--- config.mk ---
export PLATFORM = sky130hd
export DESIGN_NAME = acc_alu
export DESIGN_NICKNAME = d
export VERILOG_FILES = /design/src/rtl/acc_alu_pkg.sv /design/src/rtl/acc_alu_adder.sv /design/src/rtl/acc_alu_bitops.sv /design/src/rtl/acc_alu_stage.sv /design/src/rtl/acc_alu.sv
export SDC_FILE = /design/constraint.sdc
export NUM_CORES = 1
export LEC_CHECK = 0
export BUFFER_PORTS_ARGS = -buffer_cell sky130_fd_sc_hd__buf_2
export CAP_MARGIN = 15
export CELL_PAD_IN_SITES_DETAIL_PLACEMENT = 0
export CELL_PAD_IN_SITES_GLOBAL_PLACEMENT = 1
export CORE_UTILIZATION = 41
export DETAILED_ROUTE_END_ITERATION = 16
export HOLD_SLACK_MARGIN = 0.15
export PLACE_DENSITY_LB_ADDON = 0.1
export SLEW_MARGIN = 0
export SYNTH_ARGS = -nofsm -noshare
export SYNTH_HDL_FRONTEND = slang
export SYNTH_SLANG_ARGS = --single-unit
--- constraint.sdc ---
create_clock -name clk -period 1.2 [get_ports clk]
set_clock_uncertainty 0.15 [all_clocks]
set_input_delay 0.24 -clock clk [delete_from_list [all_inputs] [get_ports clk]]
set_output_delay 0.24 -clock clk [all_outputs]
set_load 0.01 [all_outputs]
--- src/rtl/acc_alu_pkg.sv ---
package acc_alu_pkg;

   typedef enum logic [3:0] {
      OP_OR  = 4'd0,
      OP_AND = 4'd1,
      OP_XOR = 4'd2,
      OP_ADC = 4'd3,
      OP_SBC = 4'd4,
      OP_CMP = 4'd5,
      OP_BIT = 4'd6,
      OP_INC = 4'd7,
      OP_DEC = 4'd8,
      OP_ASL = 4'd9,
      OP_LSR = 4'd10,
      OP_ROL = 4'd11,
      OP_ROR = 4'd12
   } alu_op_e;

   typedef struct packed {
      logic n;
      logic v;
      logic z;
      logic c;
   } flag_set_t;

endpackage

--- src/rtl/acc_alu_adder.sv ---
module acc_alu_adder #(
   parameter int WIDTH  = 8,
   parameter bit RIPPLE = 1'b0
) (
   input  logic [WIDTH-1:0] x,
   input  logic [WIDTH-1:0] y,
   input  logic             cin,
   output logic [WIDTH-1:0] sum,
   output logic             cout,
   output logic             ovf
);

   localparam int MSB = WIDTH - 1;

   generate
      if (RIPPLE) begin : g_ripple
         logic [WIDTH:0] carry;
         assign carry[0] = cin;
         for (genvar i = 0; i < WIDTH; i++) begin : g_bit
            assign sum[i]     = x[i] ^ y[i] ^ carry[i];
            assign carry[i+1] = (x[i] & y[i]) | (carry[i] & (x[i] ^ y[i]));
         end
         assign cout = carry[WIDTH];
      end else begin : g_infer
         logic [WIDTH:0] wide;
         assign wide = {1'b0, x} + {1'b0, y} + {{WIDTH{1'b0}}, cin};
         assign sum  = wide[MSB:0];
         assign cout = wide[WIDTH];
      end
   endgenerate

   // Signed overflow: operands agree in sign, sum disagrees.
   assign ovf = (x[MSB] == y[MSB]) && (sum[MSB] != x[MSB]);

endmodule

--- src/rtl/acc_alu_bitops.sv ---
module acc_alu_bitops
   import acc_alu_pkg::*;
#(
   parameter int WIDTH = 8
) (
   input  alu_op_e          op,
   input  logic [WIDTH-1:0] a,
   input  logic [WIDTH-1:0] m,
   input  logic             cin,
   output logic [WIDTH-1:0] res,
   output logic             cout
);

   localparam int MSB = WIDTH - 1;

   logic fill_lo;
   logic fill_hi;

   // Rotates bring carry into the vacated bit; plain shifts bring in zero.
   assign fill_lo = (op == OP_ROL) ? cin : 1'b0;
   assign fill_hi = (op == OP_ROR) ? cin : 1'b0;

   always_comb begin
      res  = '0;
      cout = 1'b0;
      unique case (op)
         OP_OR:          res = a | m;
         OP_AND, OP_BIT: res = a & m;
         OP_XOR:         res = a ^ m;
         OP_ASL, OP_ROL: begin
            res  = {m[MSB-1:0], fill_lo};
            cout = m[MSB];
         end
         OP_LSR, OP_ROR: begin
            res  = {fill_hi, m[MSB:1]};
            cout = m[0];
         end
         default: begin
            res  = '0;
            cout = 1'b0;
         end
      endcase
   end

endmodule

--- src/rtl/acc_alu_stage.sv ---
module acc_alu_stage
   import acc_alu_pkg::*;
#(
   parameter int WIDTH = 8
) (
   input  logic             clk,
   input  logic             rst_n,
   input  logic             vld,
   input  logic [WIDTH-1:0] res_d,
   input  logic             we_d,
   input  flag_set_t        flg_d,
   input  flag_set_t        en_d,
   output logic [WIDTH-1:0] res_q,
   output logic             we_q,
   output flag_set_t        flg_q,
   output flag_set_t        en_q
);

   always_ff @(posedge clk or negedge rst_n) begin
      if (!rst_n) begin
         res_q <= '0;
         we_q  <= 1'b0;
         flg_q <= '0;
         en_q  <= '0;
      end else if (vld) begin
         res_q <= res_d;
         we_q  <= we_d;
         flg_q <= flg_d;
         en_q  <= en_d;
      end else begin
         we_q  <= 1'b0;
         en_q  <= '0;
      end
   end

endmodule

--- src/rtl/acc_alu.sv ---
module acc_alu
   import acc_alu_pkg::*;
#(
   parameter int WIDTH  = 8,
   parameter bit RIPPLE = 1'b0
) (
   input  logic             clk,
   input  logic             rst_n,
   input  logic             in_valid,
   input  logic [3:0]       op,
   input  logic [WIDTH-1:0] opnd_a,
   input  logic [WIDTH-1:0] opnd_m,
   input  logic             flag_n,
   input  logic             flag_v,
   input  logic             flag_z,
   input  logic             flag_c,
   input  logic             flag_d,
   output logic [WIDTH-1:0] out_res,
   output logic             out_we,
   output logic             out_n,
   output logic             out_v,
   output logic             out_z,
   output logic             out_c,
   output logic             en_n,
   output logic             en_v,
   output logic             en_z,
   output logic             en_c
);

   localparam int MSB     = WIDTH - 1;
   localparam int TESTBIT = WIDTH - 2;

   generate
      if (WIDTH < 2) begin : g_bad_width
         $error("acc_alu: WIDTH must be at least 2");
      end
   endgenerate

   alu_op_e          op_e;
   logic [WIDTH-1:0] add_x;
   logic [WIDTH-1:0] add_y;
   logic             add_ci;
   logic [WIDTH-1:0] add_sum;
   logic             add_co;
   logic             add_ov;
   logic [WIDTH-1:0] bit_res;
   logic             bit_co;
   logic [WIDTH-1:0] res_d;
   logic             we_d;
   flag_set_t        flg_in;
   flag_set_t        flg_d;
   flag_set_t        en_d;
   flag_set_t        flg_q;
   flag_set_t        en_q;

   assign op_e   = alu_op_e'(op);
   assign flg_in = '{n: flag_n, v: flag_v, z: flag_z, c: flag_c};

   // Adder operand routing: one adder serves add, subtract, compare, inc, dec.
   always_comb begin
      add_x  = opnd_a;
      add_y  = opnd_m;
      add_ci = flag_c;
      case (op_e)
         OP_SBC: add_y = ~opnd_m;
         OP_CMP: begin
            add_y  = ~opnd_m;
            add_ci = 1'b1;
         end
         OP_INC: begin
            add_x  = opnd_m;
            add_y  = '0;
            add_ci = 1'b1;
         end
         OP_DEC: begin
            add_x  = opnd_m;
            add_y  = '1;
            add_ci = 1'b0;
         end
         default: ;
      endcase
   end

   acc_alu_adder #(.WIDTH(WIDTH), .RIPPLE(RIPPLE)) u_adder (
      .x    (add_x),
      .y    (add_y),
      .cin  (add_ci),
      .sum  (add_sum),
      .cout (add_co),
      .ovf  (add_ov)
   );

   acc_alu_bitops #(.WIDTH(WIDTH)) u_bitops (
      .op   (op_e),
      .a    (opnd_a),
      .m    (opnd_m),
      .cin  (flag_c),
      .res  (bit_res),
      .cout (bit_co)
   );

   // Per-operation result selection and flag group.
   always_comb begin
      res_d = '0;
      we_d  = 1'b0;
      flg_d = flg_in;
      en_d  = '0;
      case (op_e)
         OP_OR, OP_AND, OP_XOR: begin
            res_d   = bit_res;
            we_d    = 1'b1;
            flg_d.n = bit_res[MSB];
            flg_d.z = (bit_res == '0);
            en_d    = '{n: 1'b1, v: 1'b0, z: 1'b1, c: 1'b0};
         end
         OP_ADC, OP_SBC: begin
            res_d   = add_sum;
            we_d    = 1'b1;
            flg_d   = '{n: add_sum[MSB], v: add_ov, z: (add_sum == '0), c: add_co};
            en_d    = '1;
         end
         OP_CMP: begin
            res_d   = add_sum;
            flg_d.n = add_sum[MSB];
            flg_d.z = (add_sum == '0);
            flg_d.c = add_co;
            en_d    = '{n: 1'b1, v: 1'b0, z: 1'b1, c: 1'b1};
         end
         OP_BIT: begin
            res_d   = bit_res;
            flg_d.n = opnd_m[MSB];
            flg_d.v = opnd_m[TESTBIT];
            flg_d.z = (bit_res == '0);
            en_d    = '{n: 1'b1, v: 1'b1, z: 1'b1, c: 1'b0};
         end
         OP_INC, OP_DEC: begin
            res_d   = add_sum;
            we_d    = 1'b1;
            flg_d.n = add_sum[MSB];
            flg_d.z = (add_sum == '0);
            en_d    = '{n: 1'b1, v: 1'b0, z: 1'b1, c: 1'b0};
         end
         OP_ASL, OP_LSR, OP_ROL, OP_ROR: begin
            res_d   = bit_res;
            we_d    = 1'b1;
            flg_d.n = bit_res[MSB];
            flg_d.z = (bit_res == '0);
            flg_d.c = bit_co;
            en_d    = '{n: 1'b1, v: 1'b0, z: 1'b1, c: 1'b1};
         end
         default: ;
      endcase
   end

   acc_alu_stage #(.WIDTH(WIDTH)) u_stage (
      .clk   (clk),
      .rst_n (rst_n),
      .vld   (in_valid),
      .res_d (res_d),
      .we_d  (we_d),
      .flg_d (flg_d),
      .en_d  (en_d),
      .res_q (out_res),
      .we_q  (out_we),
      .flg_q (flg_q),
      .en_q  (en_q)
   );

   assign out_n = flg_q.n;
   assign out_v = flg_q.v;
   assign out_z = flg_q.z;
   assign out_c = flg_q.c;
   assign en_n  = en_q.n;
   assign en_v  = en_q.v;
   assign en_z  = en_q.z;
   assign en_c  = en_q.c;

endmodule

=== After elaboration in Yosys (flattened, before gate mapping) ===
Index checks and enable logic that the tools add are counted.

* Output and inout bits: 17
* Input port bits: 28
* Memory bits (writable): 0
* Logic and storage cells: 65
* Memories kept: 0
* Bits in registers: 17
* Latch bits: 0
* ROM bits: 0

* Equality and inequality tests: 14
* Magnitude comparators: 0
* Multiply operators: 0
* Bitwise logic cells: 4
* Mux-type cells: 16
* Reductions and logical operators: 19
* Divide/modulo/power cells: 0
* Shift operators: 0
* $add $sub $neg: 2

{| class="wikitable"
|+ Operators with widths
! cell !! count
|-
| $pmux 8 s5 || 1
|-
| $pmux 8 s3 || 1
|-
| $eq 4x4->1 const B || 5
|-
| $eq 4x3->1 const B || 4
|-
| $logic_not 8->1 || 2
|-
| $pmux 4 s4 || 1
|-
| $pmux 8 s2 || 1
|-
| $reduce_or 5->1 || 3
|-
| $reduce_or 2->1 || 7
|-
| $reduce_or 11->1 || 1
|-
| $pmux 1 s2 || 5
|-
| $add 8x8->9 || 1
|-
| $add 9x1->9 || 1
|-
| $and 8x8->8 || 1
|-
| $eq 4x2->1 const B || 2
|-
| $mux 8 || 1
|-
| $not 8->8 || 1
|-
| $or 8x8->8 || 1
|-
| $reduce_or 8->1 || 1
|-
| $xor 8x8->8 || 1
|-
| $reduce_or 7->1 || 1
|-
| $eq 4x1->1 const B || 1
|-
| $logic_not 4->1 || 1
|-
| $mux 1 || 4
|-
| 7 further kinds || 7
|}

=== Depth between registers and ports, before layout ===
* Word-level depth: 8
* Mapped depth: 16
* Depth with buffers taken out: 13

=== Cells and area by module ===
Synthesis repeated with hierarchy kept, for this count alone.

* Cell total of the unflattened synthesis: 298
* Area total of the unflattened synthesis: 2544.9 um^2

{| class="wikitable"
|+ Modules (own cells, without submodules)
! module !! sequential area each (um^2) !! area each (um^2) !! cells each !! times used
|-
| acc_alu_bitops || 0.0 || 815.8 || 112 || 1
|-
| acc_alu || 0.0 || 749.5 || 108 || 1
|-
| acc_alu_stage || 425.4 || 643.1 || 36 || 1
|-
| acc_alu_adder || 0.0 || 336.6 || 42 || 1
|}

=== Worst setup path before layout ===
OpenSTA, ideal clock, no wires.

* Kind: input port to flip-flop
* From: input port op[1]
* To: register u_stage.flg_q[1] (netlist name)
* Setup time: 0.082 ns
* Required time: 0.968 ns
* Setup slack: -2.593 ns
* Arrival time: 3.561 ns
* Buffers on the path: 3
* Stages on the path: 16
* Path through: buf_6 > clkbuf_1 > clkbuf_1 > or2_2 > nor2_1 > nor2_1 > o2bb2ai_1 > fa_1 > inv_1 > fa_1 > a211o_1 > a21o_1 > a21oi_1 > xnor2_1 > or4b_1 > a31oi_1

* Cells in the longest elaborated chain, start to end: 7
* Elaborated cells between the ends (all ways): 32
* Those cells by class: 2 x add/sub; 12 x eq/ne; 7 x mux; 11 x reduce/logical

{| class="wikitable"
|+ RTL lines
! item !! line !! RTL
|-
| from (decl) || acc_alu.sv:10 || <nowiki>input logic [3:0] op,</nowiki>
|-
| $eq 4x3->1 / $eq 4x4->1 (equally long branches) || acc_alu.sv:64, acc_alu.sv:108 ||
|-
| $reduce_or 2->1 (no line) || - ||
|-
| $pmux 8 s3 / $mux 8 (equally long branches) || acc_alu.sv:64 || <nowiki>case (op_e)</nowiki>
|-
| $add 8x8->9 || acc_alu_adder.sv:26 || <nowiki>assign wide = {1'b0, x} + {1'b0, y} + {{WIDTH{1'b0}}, cin};</nowiki>
|-
| $add 9x1->9 || acc_alu_adder.sv:26 ||
|-
| $logic_not 8->1 || acc_alu.sv:119, acc_alu.sv:125, acc_alu.sv:140 ||
|-
| $pmux 1 s2 * || acc_alu.sv:108 || <nowiki>case (op_e)</nowiki>
|}

Every way passes the cells marked *; elsewhere a longest branch is shown, timed or not.
A chain may end at the register's enable or synchronous reset.

=== Final worst setup path ===
* From: input port op[1]
* To: register u_stage.flg_q[1] (netlist name)

* Cells in the longest elaborated chain, start to end: 7
* Elaborated cells between the ends (all ways): 32
* Those cells by class: 2 x add/sub; 12 x eq/ne; 7 x mux; 11 x reduce/logical

{| class="wikitable"
|+ RTL lines
! item !! line
|-
| $eq 4x3->1 / $eq 4x4->1 (equally long branches) || acc_alu.sv:64, acc_alu.sv:108
|-
| $reduce_or 2->1 (no line) || -
|-
| $pmux 8 s3 / $mux 8 (equally long branches) || acc_alu.sv:64
|-
| $add 8x8->9 || acc_alu_adder.sv:26
|-
| $add 9x1->9 || acc_alu_adder.sv:26
|-
| $logic_not 8->1 || acc_alu.sv:119, acc_alu.sv:125, acc_alu.sv:140
|-
| $pmux 1 s2 * || acc_alu.sv:108
|}

Marked as above.

==> impl_summary.log <==
[metrics] metal2 WL: around 4100 um
[metrics] Power Dens Cells: slightly above 800 nW/um^2
[metrics] wirelength, routed: between 8000 and 9000 um
[metrics] clock tree from TritonCTS: built
[metrics] antenna violations before repair: 0
[metrics] f_max: between 300 and 400 MHz
[metrics] number of maximum-capacitance constraint violations: 0
[metrics] Final Net Count: approximately 490
[metrics] Design Power: between 3000 and 4000 uW
[metrics] critical path data arrival time: 3.31 ns
[metrics] post-route fraction of the period consumed by the critical path: 275%
[metrics] outcome: complete, but fails checks
[metrics] slack of the critical path: -2.10 ns
[metrics] most repeated library cell on the critical path: sky130_fd_sc_hd__fa_2
[metrics] Post-synth EDFFs: 0
[metrics] number of placed I/O pins: 45
[metrics] average routed wire per standard cell: 16.0 um
[metrics] Worst R2R End: u_stage.res_q[7]
[metrics] latest clock arrival within the worst-skew pair: around 0.24 ns
[metrics] area growth from synthesis to final layout: 71.1%
[metrics] Die Wd: 76.3 um
[metrics] slowest stage cell on the critical path: sky130_fd_sc_hd__or4b_4
[metrics] Tightest Pin Transition: 0.417 ns
[metrics] cell types with the largest area share after synthesis: sky130_fd_sc_hd__dfrtp_1, sky130_fd_sc_hd__ha_1, sky130_fd_sc_hd__a21oi_1
[metrics] wire length on met1: roughly 3500 um
[metrics] length of routed met3 wiring: roughly 280 um
[metrics] register bit count reported by yosys: 16
[metrics] Non-Filler Cell Area, Final: approximately 3900 sq um
[metrics] layout cell share with drive strength beyond 1: 49.4%
[metrics] hold_ws: around 0.16 ns
[metrics] Tot GR Track Use: around a quarter
[metrics] Largest stage delay, worst path: 0.56 ns
[metrics] via density per instance: between 5 and 6
[metrics] DRT antenna net count: 0
[metrics] depth of the critical timing path with buffers and inverters included: 14
[metrics] crit path time final: 3.30 ns
[metrics] category of cells accounting for the largest share of critical-path delay: simple AND/OR/NAND/NOR gates
[metrics] detailed-router iteration count before antenna repair: 4
[metrics] area of the placeable core: 5200 sq um
[metrics] total number of yosys warnings: 0
[metrics] clk slew on worst S/H paths: roughly 0.06 ns
[metrics] Post-Synthesis Cells: 300
[metrics] maximum VDD drop: roughly 0.0006 V
[metrics] detailed placement HPWL: roughly 5700 um
[metrics] clk sink count: 16
[metrics] async set-or-reset flop fraction in the synthesized netlist: 100%
[metrics] Overflow after GRT: 0
[metrics] Leakage Power: between 0.0015 and 0.002 uW
[metrics] sequential cell area fraction in the yosys report: between 10% and 20%
[metrics] Startpoint Class: input pin
[metrics] Register-to-Register Path Depth: 1
[metrics] cell row count: 26
[metrics] Crit Path Class: in2reg
[metrics] Net Count, Synth: about 350
[metrics] number of buffers added by the clock tree synthesis step: 3
[metrics] maximum fanout encountered on the critical timing path: 3
[metrics] R2R setup slack: 0.30 ns
[metrics] worst min-delay path class: in2reg
[metrics] drt drc: 0
[metrics] origin of the worst min-delay path: flag_n
[metrics] full die area: a little under 6000 sq um
[metrics] diodes inserted: 0
[metrics] unique cell type count in the Yosys netlist: 57
[metrics] buffers plus inverters on the worst setup path: 2
[metrics] CP Cell Sequence: buf_6 > or4b_4 > o21ai_4 > nor2_4 > a21oi_4 > fa_2 > inv_2 > fa_2 > a211o_1 > a21o_1 > a21oi_2 > xnor2_2 > or4b_1 > a31oi_1
[metrics] Setup-failing EPs final: 15
[metrics] height of the die: about 76 um
[metrics] final number of hold-violating endpoints: 0
[metrics] most used standard cell by instance count after synthesis: sky130_fd_sc_hd__inv_1
[metrics] Hold Crit Depth: 3
[metrics] Slew Viols, Final: 0
[metrics] Synth top area share: 17.7%
[metrics] vias in the first global route: 2623
[metrics] worst slew slack as a fraction of its limit: approximately 72%
[metrics] violation count after the first detailed-route iteration: between 150 and 200
[metrics] syn avg cell area: between 7 and 8 sq um
[metrics] cell chosen for the clock root: sky130_fd_sc_hd__clkbuf_8
[metrics] initial core utilization: ~44%
[metrics] via count: roughly 2800
[metrics] cell area after synthesis: 2270 sq um
[metrics] highest routing layer actually used: met4
[metrics] most numerous cell types in the synthesized netlist: sky130_fd_sc_hd__inv_1, sky130_fd_sc_hd__nand2_1, sky130_fd_sc_hd__ha_1
[metrics] leading area contributor after synthesis: sky130_fd_sc_hd__dfrtp_1
[metrics] buffer depth of the longest clock path: 2
[metrics] count of buffers inserted at the top-level ports: 43
[metrics] post-placement cell area: 3270 sq um
[metrics] first-pass GRT wire length: ~12000 um
[metrics] most instantiated flip-flop cell in the synthesis netlist: sky130_fd_sc_hd__dfrtp_1
[metrics] WP data required: around 1.2 ns
[metrics] largest net degree at the start of global routing: 44
[metrics] reg-to-reg critical path startpoint: u_stage.res_q[7]
[metrics] RePlAce Congestion: 0.895
[metrics] setup repair after global routing missed its margin: yes
[metrics] CTS H-Tree Depth: 1
[metrics] failing checks: negative setup slack
[metrics] # fillers: between 400 and 500
[metrics] endpoint kind of the worst setup timing path: flop
[metrics] worst hold endpoint: u_stage.flg_q[3]
[what timing repair did]
action	CTS	global route
hold endpoints to repair	16	0
buffers inserted	6	6
pin swaps	24	18
hold buffers	1	0
gates resized for setup	38	59
cloned	0	1
endpoints found under the setup margin	15	16
[sequential cells by signal, summed over array words and instances (netlist names)]
| name | cells |
|---|---|
| u_stage.en_q | 3 |
| u_stage.res_q | 8 |
| u_stage.flg_q | 4 |
| u_stage.we_q | 1 |
[layer usage]
layer | track usage (%) | up-vias
li1 | - | 1380
met1 | 34.4 | 1324
met2 | 46.8 | 94
met3 | 1.08 | 14
met4 | 3.65 | 0
met5 | 0 | -
[cell usage in the layout, fill, tap and decap left out, types with 3 or more instances in the layout]
master,netlist,layout
sky130_fd_sc_hd__buf_4,2,87
sky130_fd_sc_hd__buf_2,0,41
sky130_fd_sc_hd__inv_1,27,25
sky130_fd_sc_hd__nand2_1,24,20
sky130_fd_sc_hd__ha_1,23,20
sky130_fd_sc_hd__nor2_1,20,17
sky130_fd_sc_hd__dfrtp_1,16,16
sky130_fd_sc_hd__o21ai_0,22,14
sky130_fd_sc_hd__buf_6,1,13
sky130_fd_sc_hd__a21oi_1,22,11
sky130_fd_sc_hd__o211ai_1,9,9
sky130_fd_sc_hd__a21oi_2,0,9
sky130_fd_sc_hd__nand2b_1,8,8
sky130_fd_sc_hd__o21ai_2,0,7
sky130_fd_sc_hd__a32oi_1,6,6
sky130_fd_sc_hd__buf_12,0,6
sky130_fd_sc_hd__o221ai_1,5,5
sky130_fd_sc_hd__and2_1,5,4
sky130_fd_sc_hd__nor4bb_1,4,4
sky130_fd_sc_hd__nor4_1,6,4
sky130_fd_sc_hd__a22oi_1,4,4
sky130_fd_sc_hd__a31oi_1,6,4
sky130_fd_sc_hd__o21a_1,4,4
sky130_fd_sc_hd__clkbuf_8,0,4
sky130_fd_sc_hd__nor2_4,0,3
sky130_fd_sc_hd__nand2_4,0,3
sky130_fd_sc_hd__nor3_1,4,3
sky130_fd_sc_hd__a211o_1,3,3
sky130_fd_sc_hd__a21o_1,3,3
sky130_fd_sc_hd__xnor2_2,0,3
[stage by stage]
stage / setup TNS [ns] / std cells / utilization [%] / worst slack [ns]
6_report: -18.96 / 503 / 74.5 / -2.10
5_1_grt: -19.90 / 503 / 74.5 / -2.18
3_3_place_gp: -23.69 / 487 / 62.9 / -2.26
2_1_floorplan: -20.16 / 300 / - / -2.22
4_1_cts: -18.68 / 498 / 67.9 / -1.95
3_5_place_dp: -24.07 / 487 / 62.9 / -2.34
[power breakdown]
part / switching (uW) / total [uW] / internal (uW) / leakage, uW
Clock: 171 / 462 / 291 / 0.0000288
Sequential: 35.8 / 650 / 614 / 0.000194
Combinational: 999 / 2100 / 1100 / 0.00160
[cell type report]
class                   instances  area (sq um)  share of cell area [%]
well taps                      70          87.6                    2.26
multi-input cells             235          2040                    52.7
inverters                      27           101                    2.61
flip-flops and latches         16           400                    10.3
repair buffers                151          1190                    30.7
clock buffers                   4          55.1                    1.42
[cell families (layout without fill, tap and decap cells)]
family / Yosys count / in the layout / synth area share [%]
simple gates: 90 / 90 / 21.9
xor+xnor: 6 / 6 / 2.32
flops: 16 / 16 / 17.7
fa+ha+maj: 25 / 25 / 14.5
buf+inv: 49 / 182 / 8.78
compound gates: 111 / 111 / 33.5
mux: 3 / 3 / 1.38
[worst min-delay path: stages]
cell and delay [ns]:
sky130_fd_sc_hd__buf_2 0.08, sky130_fd_sc_hd__o21ai_0 0.07, sky130_fd_sc_hd__o2bb2ai_1 0.13
[worst max path at each step]
stage               startpoint  slack, ns          endpoint
CTS                      op[1]      -1.95  u_stage.flg_q[1]
global placement         op[2]      -2.26  u_stage.flg_q[1]
finish                   op[1]      -2.10  u_stage.flg_q[1]
global route             op[1]      -2.18  u_stage.flg_q[1]
floorplan                op[1]      -2.22  u_stage.flg_q[1]
detailed placement       op[2]      -2.34  u_stage.flg_q[1]
Power figures use the tool's default switching activity.
